File: src/rtl/sem_pv_pkg.sv
package sem_pv_pkg;

   localparam int VIEW_W = 4;

   localparam logic [VIEW_W-1:0] VIEW_RAW    = 4'd0;
   localparam logic [VIEW_W-1:0] VIEW_P_WAIT = 4'd4;
   localparam logic [VIEW_W-1:0] VIEW_P_TRY  = 4'd5;

   typedef enum logic [2:0] {
      OP_NONE   = 3'd0,
      OP_RAW_RD = 3'd1,
      OP_P_WAIT = 3'd2,
      OP_P_TRY  = 3'd3,
      OP_GIVE   = 3'd4
   } sem_op_t;

endpackage

File: src/rtl/sem_view_decode.sv
module sem_view_decode
   import sem_pv_pkg::*;
(
   input  logic              valid,
   input  logic              write,
   input  logic [VIEW_W-1:0] view,
   output sem_op_t           op
);
   always_comb begin
      op = OP_NONE;
      if (valid) begin
         unique case (view)
            VIEW_RAW:               op = write ? OP_NONE : OP_RAW_RD;
            VIEW_P_WAIT:            op = write ? OP_GIVE : OP_P_WAIT;
            VIEW_P_TRY:             op = write ? OP_GIVE : OP_P_TRY;
            default:                op = OP_NONE;
         endcase
      end
   end
endmodule

File: src/rtl/sem_sat_counter.sv
module sem_sat_counter #(
   parameter int COUNT_W = 16
) (
   input  logic               clk,
   input  logic               rst_n,
   input  logic               inc,
   input  logic               dec,
   output logic [COUNT_W-1:0] count,
   output logic               at_zero
);
   localparam logic [COUNT_W-1:0] MAX_COUNT = {COUNT_W{1'b1}};

   initial begin
      if (COUNT_W < 1 || COUNT_W > 32)
         $error("sem_sat_counter: COUNT_W must be 1..32");
   end

   assign at_zero = (count == '0);

   always_ff @(posedge clk) begin
      if (!rst_n) begin
         count <= '0;
      end else if (inc && count != MAX_COUNT) begin
         count <= count + 1'b1;
      end else if (dec && !at_zero) begin
         count <= count - 1'b1;
      end
   end
endmodule

File: src/rtl/sem_waiter_mask.sv
module sem_waiter_mask #(
   parameter int NUM_THREADS = 8,
   parameter int TID_W       = 3
) (
   input  logic                   clk,
   input  logic                   rst_n,
   input  logic                   park,
   input  logic [TID_W-1:0]       park_tid,
   input  logic                   release_all,
   output logic [NUM_THREADS-1:0] waiters,
   output logic [NUM_THREADS-1:0] wake
);
   initial begin
      if (NUM_THREADS < 1) $error("sem_waiter_mask: NUM_THREADS must be >= 1");
      if ((1 << TID_W) < NUM_THREADS) $error("sem_waiter_mask: TID_W too narrow");
   end

   for (genvar t = 0; t < NUM_THREADS; t++) begin : g_thread
      logic hit;
      assign hit = park && (park_tid == TID_W'(t));

      always_ff @(posedge clk) begin
         if (!rst_n) begin
            waiters[t] <= 1'b0;
            wake[t]    <= 1'b0;
         end else begin
            wake[t] <= release_all && waiters[t];
            if (release_all)
               waiters[t] <= 1'b0;
            else if (hit)
               waiters[t] <= 1'b1;
         end
      end
   end
endmodule

File: src/rtl/sem_pv_cell.sv
module sem_pv_cell
   import sem_pv_pkg::*;
#(
   parameter int DATA_W      = 32,
   parameter int COUNT_W     = 16,
   parameter int NUM_THREADS = 8,
   parameter int TID_W       = (NUM_THREADS > 1) ? $clog2(NUM_THREADS) : 1
) (
   input  logic                   clk,
   input  logic                   rst_n,
   input  logic                   req_valid,
   input  logic                   req_write,
   input  logic [VIEW_W-1:0]      req_view,
   input  logic [TID_W-1:0]       req_thread,
   input  logic [DATA_W-1:0]      req_wdata,
   output logic [DATA_W-1:0]      rsp_data,
   output logic                   rsp_stall,
   output logic [NUM_THREADS-1:0] wake
);
   initial begin
      if (COUNT_W > DATA_W) $error("sem_pv_cell: COUNT_W exceeds DATA_W");
   end

   sem_op_t                op;
   logic [COUNT_W-1:0]     count;
   logic                   at_zero;
   logic                   is_take;
   logic                   park;
   logic                   give;
   logic [NUM_THREADS-1:0] waiters;
   logic [DATA_W-1:0]      count_ext;
   logic                   unused_wdata;

   assign unused_wdata = ^req_wdata;

   sem_view_decode u_dec (
      .valid (req_valid),
      .write (req_write),
      .view  (req_view),
      .op    (op)
   );

   assign is_take = (op == OP_P_WAIT) || (op == OP_P_TRY);
   assign give    = (op == OP_GIVE);
   assign park    = (op == OP_P_WAIT) && at_zero;

   sem_sat_counter #(.COUNT_W(COUNT_W)) u_cnt (
      .clk     (clk),
      .rst_n   (rst_n),
      .inc     (give),
      .dec     (is_take),
      .count   (count),
      .at_zero (at_zero)
   );

   sem_waiter_mask #(.NUM_THREADS(NUM_THREADS), .TID_W(TID_W)) u_wait (
      .clk         (clk),
      .rst_n       (rst_n),
      .park        (park),
      .park_tid    (req_thread),
      .release_all (give),
      .waiters     (waiters),
      .wake        (wake)
   );

   if (COUNT_W < DATA_W) begin : g_pad
      assign count_ext = {{(DATA_W-COUNT_W){1'b0}}, count};
   end else begin : g_full
      assign count_ext = count;
   end

   always_ff @(posedge clk) begin
      if (!rst_n) begin
         rsp_data  <= '0;
         rsp_stall <= 1'b0;
      end else begin
         rsp_data  <= (is_take || op == OP_RAW_RD) ? count_ext : '0;
         rsp_stall <= park;
      end
   end
endmodule

File: config.mk
export PLATFORM = sky130hd
export DESIGN_NAME = sem_pv_cell
export DESIGN_NICKNAME = d
export VERILOG_FILES = /design/src/rtl/sem_pv_pkg.sv /design/src/rtl/sem_view_decode.sv /design/src/rtl/sem_sat_counter.sv /design/src/rtl/sem_waiter_mask.sv /design/src/rtl/sem_pv_cell.sv
export SDC_FILE = /design/constraint.sdc
export NUM_CORES = 1
export LEC_CHECK = 0
export ABC_AREA = 1
export BUFFER_PORTS_ARGS = -buffer_cell sky130_fd_sc_hd__buf_4
export CAP_MARGIN = 20
export CORE_MARGIN = 2
export CORE_UTILIZATION = 55
export CTS_CLUSTER_DIAMETER = 150
export DETAILED_ROUTE_END_ITERATION = 10
export PLACE_DENSITY = 0.85
export SYNTH_ARGS = -nofsm -noshare
export SYNTH_HDL_FRONTEND = slang
export SYNTH_HIERARCHICAL = 1
export SYNTH_SLANG_ARGS = --single-unit
File: constraint.sdc
create_clock -name clk -period 7.3 [get_ports clk]
set_input_delay 1.095 -clock clk [delete_from_list [all_inputs] [get_ports clk]]
set_output_delay 1.095 -clock clk [all_outputs]
set_load 0.02 [all_outputs]
==> metrics, run 1 <==
IO Count 84; FP Rows 25; Critical Path RT 7510 ps; gr usage total 20.92%; Die ar. 5618 um2; final WL 5507 um; Final setup viols 0; Post-Syn Area 2769 um2; post-cts resize count 0; Die W 74.96 um; Syn Area/Cell 6.753 um2; Synth Area in XOR/XNOR 2.214%; Post-Synth Adder-Cell Area 7.501%; met3 WL 328 um; post-route cell area 3103 um2; power density over the cells 175.1 nW/um2; Finished Core Util 64.84%; Root Buffer clkbuf_8; layout cell share with drive strength beyond 1 13.87%; Hold Path Class reg2reg; uppermost layer routed met4; Synth Area in Simple Gates 27.93%; Max-Cap Viols 0; hold_ws 448.6 ps; most common cell after layout, fill and taps aside nand2_1; via count 2454; minimum clock period 3444 ps; Placed Area 3015 um2; clock buffer depth 2; cts bufs inserted 5; RSZ-0062 raised after global routing false; sequential cell area fraction in the yosys report 35.43%; f_max 290.4 MHz; Max-slew headroom 48.85%; Routed Antenna Nets 0; Worst Path Arrival 3650 ps; Max FO, Critical Path 16; Syn. warnings 6; DRC errors left 0; CORE AREA 4786 um2; Synth Register Bits 49; Worst Tran Pin Value 767.1 ps; Pre-antenna DRT Iters 4; grt total ovfl 0; Sum Neg Setup Slack 0 ps; synthesis-to-layout area growth 12.07%; Die H 74.96 um; antenna violations before repair 0; Initial Util 57.86%; Worst-path clk slew 90 ps; Via density 4.774; RePlAce Congestion 0.9407; Tcrit/Tclk final 47.17%; met2 WL post-DR 2696 um; CP Class in2reg; Metal-1 WL 2401 um; dpl hpwl 4113 um; antenna cells 0; Iteration-0 DRC Markers 171; drt wl/cell 10.71 um; number of global-route vias before repair 2066; VDD IR max 0.00008862 V; Compound-Gate Fraction of Synth Area 10.17%; post-synthesis cell type count 27; Hold Buf Count CTS 0; largest net degree at the start of global routing 31; Gate Count Post-Synth 410; CTS tree done; layout net count 505; startpoint types primary input; status complete, no violations; Worst setup EP type flip-flop; first-pass GRT wire length 9073 um; setup bufs post-CTS 0; Max H-tree Level 2; clk_lat worst skew 300 ps; worst clock skew 6.322 ps; Slew Limit Fails 0; most frequent cells in the layout 92 x nand2_1, 79 x inv_1, 49 x dfxtp_1; LEAKAGE 1.565 nW; final hold violation count 0; PortBufs 35; clock sink total 49; post-synthesis mux area share 0%; main combinational cell family by area after synthesis simple AND/OR/NAND/NOR gates
synthesized netlist by cell type (all sizes together):
master / instances / share of area, %
a21oi: 31 / 5.6
a31oi: 2 / 0.45
and2: 1 / 0.23
buf: 21 / 5.6
conb: 1 / 0.14
dfxtp: 49 / 35
fa: 1 / 0.72
ha: 15 / 6.8
inv: 81 / 11
nand2: 95 / 13
nand3: 15 / 2.7
nand4: 3 / 0.68
nor2: 57 / 9.4
nor3: 10 / 1.8
o21a: 2 / 0.54
o21ai: 19 / 3.6
xnor2: 6 / 1.9
xor2: 1 / 0.32
critical path: stages:
cell	delay, ps
buf_4	110
nor2_2	110
nand2_1	70
nor2_1	200
inv_1	70
nor2_1	260
o21ai_2	310
ha_1	430
nand2_1	160
inv_1	50
a21oi_1	140
nand2_1	140
a21oi_1	220
inv_1	60
nand2_1	50
nand3_1	60
nand2_1	80
inv_1	30
routing by layer:
layer,GRT usage (%),vias to the layer above
li1,-,1292
met1,27.46,1073
met2,34.80,78
met3,4.150,11
met4,6.349,0
met5,0,-
area by class of cell:
| class | count | area, um2 |
|---|---|---|
| Tap cell | 67 | 83.83 |
| Fill cell | 436 | 1683 |
| Timing Repair Buffer | 35 | 262.8 |
| Inverter | 81 | 304.0 |
| Clock inverter | 2 | 15.01 |
| Multi-Input combinational cell | 274 | 1384 |
| Sequential cell | 49 | 980.9 |
| Clock buffer | 6 | 72.57 |
report_power, final:
part | internal (W) | leakage (nW) | switching, W | total, W
Sequential | 0.000271 | 0.395 | 0.00000548 | 0.000276
Combinational | 0.0000403 | 1.13 | 0.0000728 | 0.000113
Clock | 0.0000675 | 0.0374 | 0.0000863 | 0.000154
logic make-up (layout without fill, tap and decap cells):
| family | Yosys count | count (layout) |
|---|---|---|
| compound gates | 54 | 54 |
| buf+inv | 102 | 124 |
| flops | 49 | 49 |
| other cells | 1 | 16 |
| fa+ha+maj | 16 | 16 |
| xor+xnor | 7 | 7 |
| simple gates | 181 | 181 |
per-stage QoR:
stage	std cells	total power, W	setup slack [ps]
final	514	0.0005433	3856
after global routing	514	0.0005798	3608
after CTS	514	0.0005488	3876
after detailed placement	506	0.0003937	3566
after global placement	506	0.0003906	3655
after floorplan	425	0.0003773	4116
path summary, 6_finish.rpt:
| check | from | to | slack (ps) | cells past startpoint |
|---|---|---|---|---|
| min | u_wait/waiters[5] | u_wait/wake[5] | 450 | 2 |
| max reg2reg | u_cnt/count[5] | u_cnt/count[11] | 4410 | 15 |
| min reg2reg | u_wait/waiters[5] | u_wait/wake[5] | 450 | 2 |
| max | req_view[1] | u_cnt/count[11] | 3860 | 18 |
sequential cells by signal, summed over array words and instances (netlist names):
name	count
u_wait/wake	8
rsp_stall	1
u_cnt/count	16
u_wait/waiters	8
rsp_data	16
Power figures use the tool's default switching activity.
==> run 2, diff against run 1 <==
Settings changed: CORE_UTILIZATION 55 to 47, PLACE_DENSITY 0.85 to 0.77.
Clock period 7.3 ns to 3.1 ns, I/O delays scaled along.
==> metrics, run 2 (synthesized netlist as in run 1, its figures left out) <==
antenna cells 0; LEAKAGE 1.604 nW; gr usage total 18.87%; layout cell share with drive strength beyond 1 15.20%; VDD IR max 0.0002192 V; Max H-tree Level 2; largest net degree at the start of global routing 31; clk_lat worst skew 290 ps; drt wl/cell 11.00 um; Max-slew headroom 64.67%; Hold Buf Count CTS 0; FP Rows 27; clock buffer depth 2; post-cts resize count 0; Slew Limit Fails 0; Crit path largest cell delay 470 ps; cell mode on critical path nand2_1; IO Count 84; Root Buffer clkbuf_8; most frequent cells in the layout 92 x nand2_1, 79 x inv_1, 49 x dfxtp_1; dpl hpwl 4347 um; f_max 370.5 MHz; Initial Util 49.38%; Max-Cap Viols 0; minimum clock period 2699 ps; CTS tree done; PortBufs 35; Tcrit/Tclk final 87.08%; power density over the cells 409.1 nW/um2; CP top delay family compound AO/OA/AOI/OAI gates; Worst-path clk slew 90 ps; clock sink total 49; Worst setup EP type flip-flop; Worst Path Arrival 2900 ps; Sum Neg Setup Slack 0 ps; antenna violations before repair 0; cells along the critical path nand2_1 -> nor2_1 -> nand2_1 -> o21ai_4 -> ha_1 -> nand2_1 -> inv_1 -> a21oi_1 -> nand2_1 -> a21oi_1 -> inv_1 -> nand2_1 -> nand3_1 -> nand2_1 -> inv_1; CORE AREA 5608 um2; Critical Path RT 3300 ps; Via density 4.781; Placed Cells 518; final hold violation count 0; Routed Antenna Nets 0; RePlAce Congestion 0.8426; Pre-antenna DRT Iters 4; Final Non-Filler Cells 526; cts bufs inserted 5; most common cell after layout, fill and taps aside nand2_1; Die H 80.76 um; Max stage delay cell, worst path o21ai_4; Worst Tran Pin Value 528.0 ps; Die W 80.76 um; top flop regs rsp_data: 16 flops, u_cnt/count: 16 flops; first-pass GRT wire length 9646 um; reg-to-reg slack, setup 400 ps; setup bufs post-CTS 0; layout net count 512; Max FO, Critical Path 16; status complete, no violations; number of global-route vias before repair 2234; synthesis-to-layout area growth 14.46%; grt total ovfl 0; startpoint types flip-flop; Die ar. 6521 um2; final WL 5787 um; worst clock skew 3.845 ps; Hold Path Class reg2reg; Iteration-0 DRC Markers 120; DRC errors left 0; RSZ-0062 raised after global routing false; Final setup viols 0; CP Class reg2reg; via count 2515; crit path buf inv count 3
run 2: changes by cell type in the layout (fill, tap and decap cells not counted):
cell     previous run  this run
buf_4              35        42
o21ai_4             0         1
o21ai_2             1         0
run 2: stage by stage:
| stage | hold slack [ps] | area [um2] | util (%) | worst slack, ps | total power [W] |
|---|---|---|---|---|---|
| after floorplan | 424.2 | 2825 | - | 545.6 | 0.0008885 |
| final | 451.4 | 3169 | 56.51 | 400.7 | 0.001297 |
| after global routing | 462.9 | 3169 | 56.51 | 126.6 | 0.001375 |
| after global placement | 432.6 | 3074 | 54.82 | 159.2 | 0.0009265 |
| after detailed placement | 437.1 | 3074 | 54.82 | 87.82 | 0.0009347 |
| after CTS | 452.8 | 3162 | 56.38 | 212.1 | 0.001305 |
run 2: tightest hold or removal path, delay by kind of cell, from the launching register on:
family,cells,cell delay [ps]
buffers and inverters,1,60
DFF,1,310
and+or+nand+nor,1,50
run 2: area by class of cell:
| type | count | area [um2] |
|---|---|---|
| Clock buffer | 6 | 72.57 |
| Clock inverter | 2 | 15.01 |
| Fill cell | 538 | 2439 |
| Inverter | 81 | 304.0 |
| Multi-Input combinational cell | 274 | 1391 |
| Sequential cell | 49 | 980.9 |
| Tap cell | 72 | 90.09 |
| Timing Repair Buffer | 42 | 315.3 |
run 2: routing by layer:
| metal | vias to the layer above | track usage, % | wire [um] |
|---|---|---|---|
| li1 | 1316 | - | - |
| met1 | 1104 | 24.05 | 2683 |
| met2 | 83 | 31.42 | 2635 |
| met3 | 12 | 4.111 | 348 |
| met4 | 0 | 6.949 | 121 |
| met5 | - | 0 | 0 |
run 2: path summary, 6_finish.rpt:
kind,from,end,cells after the start
worst min-delay path,u_wait/waiters[5],u_wait/wake[5],2
worst max-delay path,u_cnt/count[7],u_cnt/count[11],15
worst max register to register,u_cnt/count[7],u_cnt/count[11],15
worst min register to register,u_wait/waiters[5],u_wait/wake[5],2
run 2: power by group:
part	internal, W	total (W)	switching (W)
Combinational	0.0000989	0.000278	0.000180
Sequential	0.000638	0.000648	0.00000985
Clock	0.000159	0.000370	0.000211
Total	0.000896	0.00130	0.000400
==> run 3, diff against run 2 <==
Settings changed: REMOVE_ABC_BUFFERS set to 1.
==> metrics, run 3 (synthesized netlist as in run 1, its figures left out) <==
Max H-tree Level 2; Placed Area 3074 um2; uppermost layer routed met4; most common cell after layout, fill and taps aside nand2_1; gr usage total 18.45%; post-route cell area 3176 um2; Metal-1 WL 2541 um; startpoint types flip-flop; grt total ovfl 0; setup bufs post-CTS 0; clock buffer depth 2; Critical Path RT 3310 ps; DRC errors left 0; Sum Neg Setup Slack 0 ps; power density over the cells 415.2 nW/um2; antenna violations before repair 0; Placed Cells 518; dpl hpwl 4387 um; area of the multi-input gates 1391 um2; Worst Hold Depth 4; Hold Path Class in2reg; Die ar. 6521 um2; CP Class reg2reg; FP Rows 27; met2 WL post-DR 2833 um; top flop regs rsp_data: 16 flops, u_cnt/count: 16 flops; Worst Tran Pin Value 534.3 ps; RSZ-0062 raised after global routing false; Pre-antenna DRT Iters 5; Die H 80.76 um; CTS tree done; number of global-route vias before repair 2311; Worst-path clk slew 100 ps; Initial Util 49.38%; worst clock skew 6.276 ps; Root Buffer clkbuf_8; layout cell share with drive strength beyond 1 15.42%; reg2reg path depth 13; Max-slew headroom 64.25%; FILL cells 545; status complete, no violations; Max FO, Critical Path 16; Worst setup EP type flip-flop; PortBufs 35; final WL 5720 um; first-pass GRT wire length 9591 um; Worst Path Arrival 2940 ps; LEAKAGE 1.610 nW; most frequent cells in the layout 92 x nand2_1, 79 x inv_1, 49 x dfxtp_1; VDD IR max 0.0002038 V; f_max 367.0 MHz; clk_lat worst skew 310 ps; layout net count 512; Die W 80.76 um; cts bufs inserted 5; Via density 4.894; Final setup viols 0; Pwr Total 0.001319 W; clock sink total 49; Slew Limit Fails 0; FF/Latch Area 980.9 um2; pre-CTS WS 144.6 ps; CORE AREA 5608 um2; final hold violation count 0; Iteration-0 DRC Markers 111; via count 2574; Routed Antenna Nets 0; RePlAce Congestion 0.8697; Hold Buf Count CTS 0; IO Count 84; antenna cells 0; post-cts resize count 0; synthesis-to-layout area growth 14.69%; Tcrit/Tclk final 87.90%; met3 WL 269 um; Max-Cap Viols 0; Final Non-Filler Cells 526; drt wl/cell 10.87 um; minimum clock period 2725 ps; largest net degree at the start of global routing 31; final worst setup slack 375.1 ps
run 3: cell count changes in the layout (fill, tap and decap cells not counted), sizes merged:
cell | previous run | this run
clkinvlp | 2 | 1
inv | 81 | 83
clkbuf | 6 | 5
run 3: cell type report:
type	count	share of cell area, %
clock buffer	5	2.167
clock inverter	3	0.7880
timing repair buffer	42	9.929
inverter	81	9.574
multi-input combinational	274	43.81
tap	72	2.837
sequential	49	30.89
run 3: final timing paths:
check	from	endpoint	slack, ps
worst min-delay path	req_thread[2]	u_wait/waiters[2]	440
worst max-delay path	u_cnt/count[6]	u_cnt/count[15]	380
worst min register to register	u_wait/waiters[1]	u_wait/wake[1]	450
worst max register to register	u_cnt/count[6]	u_cnt/count[15]	380
run 3: power by group:
| part | internal, W | total (W) | switching [W] | leakage [nW] |
|---|---|---|---|---|
| combinational | 0.0000984 | 0.000274 | 0.000176 | 1.17 |
| clock | 0.000165 | 0.000396 | 0.000231 | 0.0452 |
| sequential | 0.000638 | 0.000648 | 0.00000986 | 0.395 |
| total | 0.000901 | 0.00132 | 0.000417 | 1.61 |
run 3: through the flow:
stage	hold slack, ps	util [%]
2_1_floorplan	424.2	-
3_3_place_gp	433.7	54.82
3_5_place_dp	435.1	54.82
4_1_cts	435.1	56.49
5_1_grt	454.4	56.63
6_report	441.4	56.63
run 3: layer usage:
metal | global-route usage, % | vias to the layer above
met5 | 0 | -
met4 | 6.780 | 0
met3 | 3.000 | 9
met2 | 34.25 | 78
met1 | 21.26 | 1170
li1 | - | 1317
run 3: critical path, stage by stage, from the launching register on:
cell	delay [ps]
dfxtp_1	430
nand2_1	80
nor2_1	130
nand2_1	140
o21ai_4	460
ha_1	360
nand2_1	160
inv_1	70
a21oi_1	150
nand2_1	150
a21oi_1	190
nand2_1	100
a21oi_1	150
nor2_1	60
